<file path="src/rtl/mbox_port.sv">
module mbox_port #(
  parameter int DW = 8
) (
  input  logic          clk,
  input  logic          rst_n,
  input  logic          m_cs_n,
  input  logic          m_rd_n,
  input  logic          m_wr_n,
  input  logic [1:0]    m_addr,
  input  logic [DW-1:0] m_wdata,
  output logic [DW-1:0] m_rdata,
  output logic          m_irq,
  input  logic [1:0]    l_addr,
  input  logic          l_rd,
  input  logic          l_wr,
  input  logic [DW-1:0] l_wdata,
  output logic [DW-1:0] l_rdata,
  input  logic          l_irq_en,
  output logic          l_irq,
  output logic          l_sig_pulse,
  output logic          l_sig_sticky
);
  localparam int NREG = 3;
  localparam logic [1:0] STAT = 2'd3;

  logic [DW-1:0]   m2l [NREG];
  logic [DW-1:0]   l2m [NREG];
  logic [NREG-1:0] m2l_full, l2m_full;
  logic            m2l_pend, l2m_pend;
  logic [2:0]      wr_sync, rd_sync;
  logic            mw_edge, mr_edge;
  logic [7:0]      status;

  always_ff @(posedge clk or negedge rst_n)
    if (!rst_n) begin
      wr_sync <= '0;
      rd_sync <= '0;
    end else begin
      wr_sync <= {wr_sync[1:0], ~m_cs_n & ~m_wr_n};
      rd_sync <= {rd_sync[1:0], ~m_cs_n & ~m_rd_n};
    end

  assign mw_edge = wr_sync[1] & ~wr_sync[2];
  assign mr_edge = rd_sync[1] & ~rd_sync[2];

  always_ff @(posedge clk or negedge rst_n)
    if (!rst_n) begin
      for (int i = 0; i < NREG; i++) begin
        m2l[i] <= '0;
        l2m[i] <= '0;
      end
      m2l_full     <= '0;
      l2m_full     <= '0;
      m2l_pend     <= 1'b0;
      l2m_pend     <= 1'b0;
      l_sig_pulse  <= 1'b0;
      l_sig_sticky <= 1'b0;
    end else begin
      for (int i = 0; i < NREG; i++) begin
        if (mw_edge && m_addr == 2'(i)) begin
          m2l[i]      <= m_wdata;
          m2l_full[i] <= 1'b1;
        end else if (l_rd && l_addr == 2'(i))
          m2l_full[i] <= 1'b0;
        if (l_wr && l_addr == 2'(i)) begin
          l2m[i]      <= l_wdata;
          l2m_full[i] <= 1'b1;
        end else if (mr_edge && m_addr == 2'(i))
          l2m_full[i] <= 1'b0;
      end
      if (mw_edge && m_addr == 2'd0)      m2l_pend <= 1'b1;
      else if (l_rd && l_addr == 2'd0)    m2l_pend <= 1'b0;
      if (l_wr && l_addr == 2'd0)         l2m_pend <= 1'b1;
      else if (mr_edge && m_addr == 2'd0) l2m_pend <= 1'b0;
      l_sig_pulse <= mw_edge && m_addr == STAT;
      if (mw_edge && m_addr == STAT)      l_sig_sticky <= 1'b1;
      else if (l_wr && l_addr == STAT)    l_sig_sticky <= 1'b0;
    end

  assign status = {l2m_pend, l2m_full, m2l_pend, m2l_full};
  assign m_irq  = l2m_pend;
  assign l_irq  = m2l_pend & l_irq_en;

  always_comb
    case (m_addr)
      2'd0:    m_rdata = l2m[0];
      2'd1:    m_rdata = l2m[1];
      2'd2:    m_rdata = l2m[2];
      default: m_rdata = DW'(status);
    endcase

  always_comb
    case (l_addr)
      2'd0:    l_rdata = m2l[0];
      2'd1:    l_rdata = m2l[1];
      2'd2:    l_rdata = m2l[2];
      default: l_rdata = DW'(status);
    endcase
endmodule

</file>
<file path="config.mk">
export PLATFORM = sky130hd
export DESIGN_NAME = mbox_port
export DESIGN_NICKNAME = d
export VERILOG_FILES = /design/src/rtl/mbox_port.sv
export SDC_FILE = /design/constraint.sdc
export NUM_CORES = 1
export LEC_CHECK = 0
export BUFFER_PORTS_ARGS = -buffer_cell sky130_fd_sc_hd__buf_4
export CORE_MARGIN = 3
export CORE_UTILIZATION = 41
export CTS_BUF_LIST = sky130_fd_sc_hd__clkbuf_4
export DETAILED_ROUTE_END_ITERATION = 10
export GPL_TIMING_DRIVEN = 0
export SYNTH_ARGS = -nofsm -noshare
export SYNTH_HDL_FRONTEND = slang
export SYNTH_SLANG_ARGS = --single-unit
</file>
<file path="constraint.sdc">
create_clock -name clk -period 2.3 [get_ports clk]
set_input_delay 0.23 -clock clk [delete_from_list [all_inputs] [get_ports clk]]
set_output_delay 0.23 -clock clk [all_outputs]
set_load 0.01 [all_outputs]
</file>
Yosys cells after proc, flatten, opt, wreduce, memory -nomap -nowiden --
Cells that the tools add are included.
Storage, ports and cells: bits of input ports 28, logic and storage cells 71, flip-flop bits (word level) 62
Cells by class: bitwise gates (word level) 10, equal/unequal tests 6, mux-type cells 16, reduce and logical (&&, ||, !) cells 23
Operator list (number):
- 8-bit one-hot mux with 3 select lines | 2
- 1-bit logical AND | 14
- 1-bit 2-to-1 mux | 14
- 2-bit nonzero test | 7
- 2-bit equality test, second input constant | 4
- 1-bit bitwise AND | 5
- 1-bit inverter | 5
- 2-bit by 1-bit equality test with 1-bit output, second input constant | 2
- 2-bit zero test | 2

Longest topological paths before layout --
depth in word-level cells 5, depth in mapped cells 4, mapped depth without buffers 2

Least setup slack after synthesis --
No wires, ideal clock.
path kind input-to-output, start point in m_addr[0], end point out m_rdata[1], required time 2.070 ns, cell stages on the path 3, arrival time 1.122 ns, slack 0.948 ns, buffers on the path 2, path through buf_6 > buf_2 > mux4_2
Between the ends: word-level cells in the longest chain between the ends 2, elaborated cells on any way between the ends 4, those cells by class 2 x eq/ne; 1 x mux; 1 x reduce/logical
RTL lines:
- from (decl) | line 9 | input logic [1:0] m_addr,
- 2-bit equality test (tied with other cells) | line 85 | case (m_addr)
- 8-bit one-hot mux with 3 select lines * | line 85
- to (decl) | line 11 | output logic [DW-1:0] m_rdata,
Every way passes the cells marked *; elsewhere a longest branch is shown, timed or not.

==> flow_results.xml <==
<?xml version="1.0" encoding="UTF-8"?>
<metrics>
  <group name="global_route">
    <metric name="grt_antenna_before_repair" unit="">0</metric>
    <metric name="grt_pass1_wl" unit="um">9225</metric>
    <metric name="gr-usage-all-layers" unit="%">16.42</metric>
    <metric name="grt_max_degree" unit="">63</metric>
    <metric name="number_of_global_route_vias_before_repair" unit="">1829</metric>
    <metric name="overflow" unit="">0</metric>
  </group>
  <group name="floorplanning">
    <metric name="core-area" unit="mm^2">0.006422</metric>
    <metric name="rows" unit="">29</metric>
    <metric name="die_width" unit="um">87.72</metric>
    <metric name="effective_utilization_at_floorplan" unit="%">42.63</metric>
    <metric name="dieArea" unit="mm^2">0.007694</metric>
    <metric name="fp.dieH" unit="um">87.72</metric>
    <metric name="boundaryPins" unit="">48</metric>
  </group>
  <group name="power_and_ir_drop">
    <metric name="power_per_cell_area" unit="mW/mm^2">788.1</metric>
    <metric name="power" unit="mW">2.615</metric>
    <metric name="p_leak" unit="nW">1.489</metric>
    <metric name="vdd.ir_drop.worst" unit="mV">0.3901</metric>
  </group>
  <group name="routing">
    <metric name="drc" unit="">0</metric>
    <metric name="total_iterations_of_the_first_detailed_routing_run" unit="">4</metric>
    <metric name="totalWireLength" unit="um">5778</metric>
    <metric name="post_drt_via_cell_ratio" unit="">5.365</metric>
    <metric name="detail-route-antenna-nets" unit="">0</metric>
    <metric name="detail_route.wl_per_cell" unit="um">19.01</metric>
    <metric name="number_of_vias_in_the_routed_layout" unit="">1631</metric>
    <metric name="number_of_violations_reported_at_the_end_of_detailed_routing_iteration_0" unit="">56</metric>
  </group>
  <group name="finish">
    <metric name="n_antenna_cell" unit="">0</metric>
    <metric name="area.growth.synth_to_final" unit="%">21.21</metric>
    <metric name="layout.cell_area.non_filler" unit="mm^2">0.003318</metric>
    <metric name="layout-drive-gt1-share" unit="%">58.15</metric>
    <metric name="finalNetCount" unit="">250</metric>
    <metric name="post_layout_nonfiller_instances" unit="">304</metric>
  </group>
  <group name="flow_run">
    <metric name="max_cap_viol_count" unit="">0</metric>
  </group>
  <group name="critical_path">
    <metric name="criticalPathCategory" unit="">reg -&gt; out</metric>
    <metric name="critPathRequiredTime" unit="ps">2070</metric>
    <metric name="critical_path_arrival" unit="ps">1540</metric>
    <metric name="cp_max_stage_delay" unit="ps">510</metric>
    <metric name="rrSetupSlack" unit="ps">690</metric>
    <metric name="critical_path.endpoint_type" unit="">output port</metric>
    <metric name="crit_path_max_fanout" unit="">6</metric>
    <metric name="crit_path_cell_trace" unit="">mux4_1 &gt; buf_4</metric>
    <metric name="cp-start-kind" unit="">register</metric>
    <metric name="cp_slowest_cell" unit="">sky130_fd_sc_hd__mux4_1</metric>
  </group>
  <group name="cts">
    <metric name="ctsLongestPathBuffers" unit="">2</metric>
    <metric name="cts.reportedPaths.clkPinSlew" unit="ps">100</metric>
    <metric name="ctsHoldBuffers" unit="">5</metric>
    <metric name="cts_buffers" unit="">9</metric>
    <metric name="cts_post_setup_buffers_inserted" unit="">0</metric>
    <metric name="cts-resized-gates" unit="">0</metric>
    <metric name="clk-insertion-delay-late" unit="ps">390</metric>
    <metric name="tritoncts_clock_tree" unit="">built</metric>
    <metric name="h-tree-depth" unit="">3</metric>
    <metric name="total_clock_sinks" unit="">62</metric>
    <metric name="root_buffer" unit="">sky130_fd_sc_hd__clkbuf_4</metric>
  </group>
  <group name="place">
    <metric name="hpwl" unit="um">4055</metric>
    <metric name="dpl_cell_area" unit="mm^2">0.003164</metric>
    <metric name="portBuffers" unit="">44</metric>
    <metric name="place_worst_setup_slack" unit="ps">652.9</metric>
    <metric name="post-place-cells" unit="">283</metric>
    <metric name="gpl.final_weighted_congestion" unit="">0.7321</metric>
  </group>
  <group name="timing">
    <metric name="setup_viol" unit="">0</metric>
    <metric name="finalCriticalPeriod" unit="ps">1766</metric>
    <metric name="fin_setup_tns" unit="ps">0</metric>
    <metric name="fin_ws" unit="ps">534.4</metric>
    <metric name="finalHoldViolations" unit="">0</metric>
    <metric name="fin_crit_sh" unit="%">76.76</metric>
    <metric name="timing_worst_slew_pin_value" unit="ps">780.1</metric>
    <metric name="max_freq" unit="GHz">0.5664</metric>
    <metric name="report.final.slew_viol_count" unit="">0</metric>
    <metric name="fin_skew" unit="ps">14.86</metric>
    <metric name="maxSlewHeadroom" unit="%">47.99</metric>
    <metric name="unrepaired_setup_endpoints_after_global_routing" unit="">no</metric>
  </group>
  <group name="synthesis">
    <metric name="seq_area_frac_synth" unit="%">56.67</metric>
    <metric name="post_synth_instance_area" unit="mm^2">0.002738</metric>
    <metric name="synth_warnings" unit="">0</metric>
    <metric name="synth.lib_cells_used.distinct" unit="">21</metric>
    <metric name="synth.net_count" unit="">190</metric>
    <metric name="syn_avg_cell_area" unit="um^2">16.90</metric>
    <metric name="postSynthRegisterBits" unit="">62</metric>
    <metric name="syn_inst" unit="">162</metric>
  </group>
  <group name="min_path">
    <metric name="hold_path.class" unit="">in -&gt; reg</metric>
  </group>
  <group name="run_status">
    <metric name="run_status" unit="">completed</metric>
  </group>
</metrics>
==> final timing paths <==
path	startpoint	endpoint	depth (start not counted)
worst max register to register	wr_sync[2]	m2l[23]	2
worst max-delay path	m2l_pend	m_rdata[0]	2
max in group asynchronous	rst_n	wr_sync[2]	2
min in group asynchronous	rst_n	m2l[9]	2
worst min-delay path	m_wdata[2]	m2l[2]	2
worst min register to register	wr_sync[0]	wr_sync[1]	0
==> stage by stage <==
step	hold slack, ps	utilization (%)
floorplan	-65.59	-
global placement	332.4	49.27
detailed placement	336.5	49.27
CTS	47.34	51.67
global route	49.03	51.67
finish	87.76	51.67
==> cells by family (layout without fill, tap and decap cells) <==
logic type,after synthesis,after routing,synth area share (%)
DFF,62,62,56.67
and+or+nand+nor,18,18,5.942
buffers and inverters,11,76,2.377
muxes,64,64,33.18
AOI/OAI and AO/OA,7,7,1.828
==> state kept, by name, indices dropped and copies added (netlist names) <==
| register | cells |
|---|---|
| wr_sync | 3 |
| m2l_full | 2 |
| m2l | 24 |
| l_sig_sticky | 1 |
| l2m_full | 2 |
| l_sig_pulse | 1 |
| m2l_pend | 1 |
| m_irq | 1 |
| rd_sync | 3 |
| l2m | 24 |
==> power by group <==
part	leakage (nW)	total, mW	switching [mW]	internal (mW)
registers	0.747	1.41	0.119	1.29
clock network	0.0587	0.597	0.376	0.220
logic	0.684	0.606	0.216	0.389
total	1.49	2.61	0.711	1.90
==> cell usage in the layout, fill, tap and decap left out <==
cell / instances
sky130_fd_sc_hd__dfrtp_1: 62
sky130_fd_sc_hd__mux2_2: 48
sky130_fd_sc_hd__buf_4: 44
sky130_fd_sc_hd__mux4_2: 14
sky130_fd_sc_hd__clkbuf_4: 10
sky130_fd_sc_hd__buf_2: 7
sky130_fd_sc_hd__dlygate4sd3_1: 5
sky130_fd_sc_hd__nand3b_1: 4
sky130_fd_sc_hd__nor4bb_1: 4
sky130_fd_sc_hd__a21o_1: 4
sky130_fd_sc_hd__clkinv_1: 3
sky130_fd_sc_hd__buf_6: 2
sky130_fd_sc_hd__mux4_1: 2
sky130_fd_sc_hd__nor2_1: 2
sky130_fd_sc_hd__inv_1: 2
sky130_fd_sc_hd__o21ai_0: 2
sky130_fd_sc_hd__clkinv_2: 2
sky130_fd_sc_hd__nor2b_1: 1
sky130_fd_sc_hd__and3_1: 1
sky130_fd_sc_hd__and2_1: 1
sky130_fd_sc_hd__nor4b_4: 1
sky130_fd_sc_hd__nand3_1: 1
sky130_fd_sc_hd__a32o_1: 1
sky130_fd_sc_hd__nor3b_4: 1
sky130_fd_sc_hd__or3b_2: 1
sky130_fd_sc_hd__or4b_2: 1
sky130_fd_sc_hd__clkinvlp_4: 1
==> synthesized netlist by cell type, drive strengths merged <==
library cell	instances	area [um^2]
buf	9	57.55
nor4b	1	23.77
inv	2	7.510
nand3b	4	30.03
o21ai	2	10.01
nor3b	1	18.77
a21o	4	30.03
nor2	2	7.510
nor4bb	4	40.04
and2	1	6.260
a32o	1	10.01
mux2	48	540.5
nor2b	1	6.260
mux4	16	367.9
nand3	1	5.000
dfrtp	62	1551
or4b	1	10.01
or3b	1	8.760
and3	1	6.260
==> critical path: cells and delay by family (launching register included) <==
kind	cells	cell delay, ps
buffers and inverters	1	160
DFF	1	470
muxes	1	510
==> metal layers <==
layer / vias to the layer above / GRT usage, % / wire (um) / share of wire [%]
met1: 856 / 20.66 / 2477 / 43
met2: 32 / 27.33 / 3043 / 53
met4: 0 / 7.113 / 46 / 0.80
li1: 739 / - / - / -
met5: - / 0 / 0 / 0
met3: 4 / 3.669 / 210 / 3.6
==> layout make-up <==
| class | instances | area, um^2 |
|---|---|---|
| multi-input combinational | 89 | 1121 |
| clock buffer | 10 | 75.07 |
| clock inverter | 6 | 28.78 |
| sequential | 62 | 1551 |
| inverter | 2 | 7.507 |
| tap | 77 | 96.34 |
| buffer | 9 | 57.56 |
| fill | 568 | 3104 |
| timing repair buffer | 49 | 380.4 |
No activity file was read; power rests on OpenSTA's default activity.
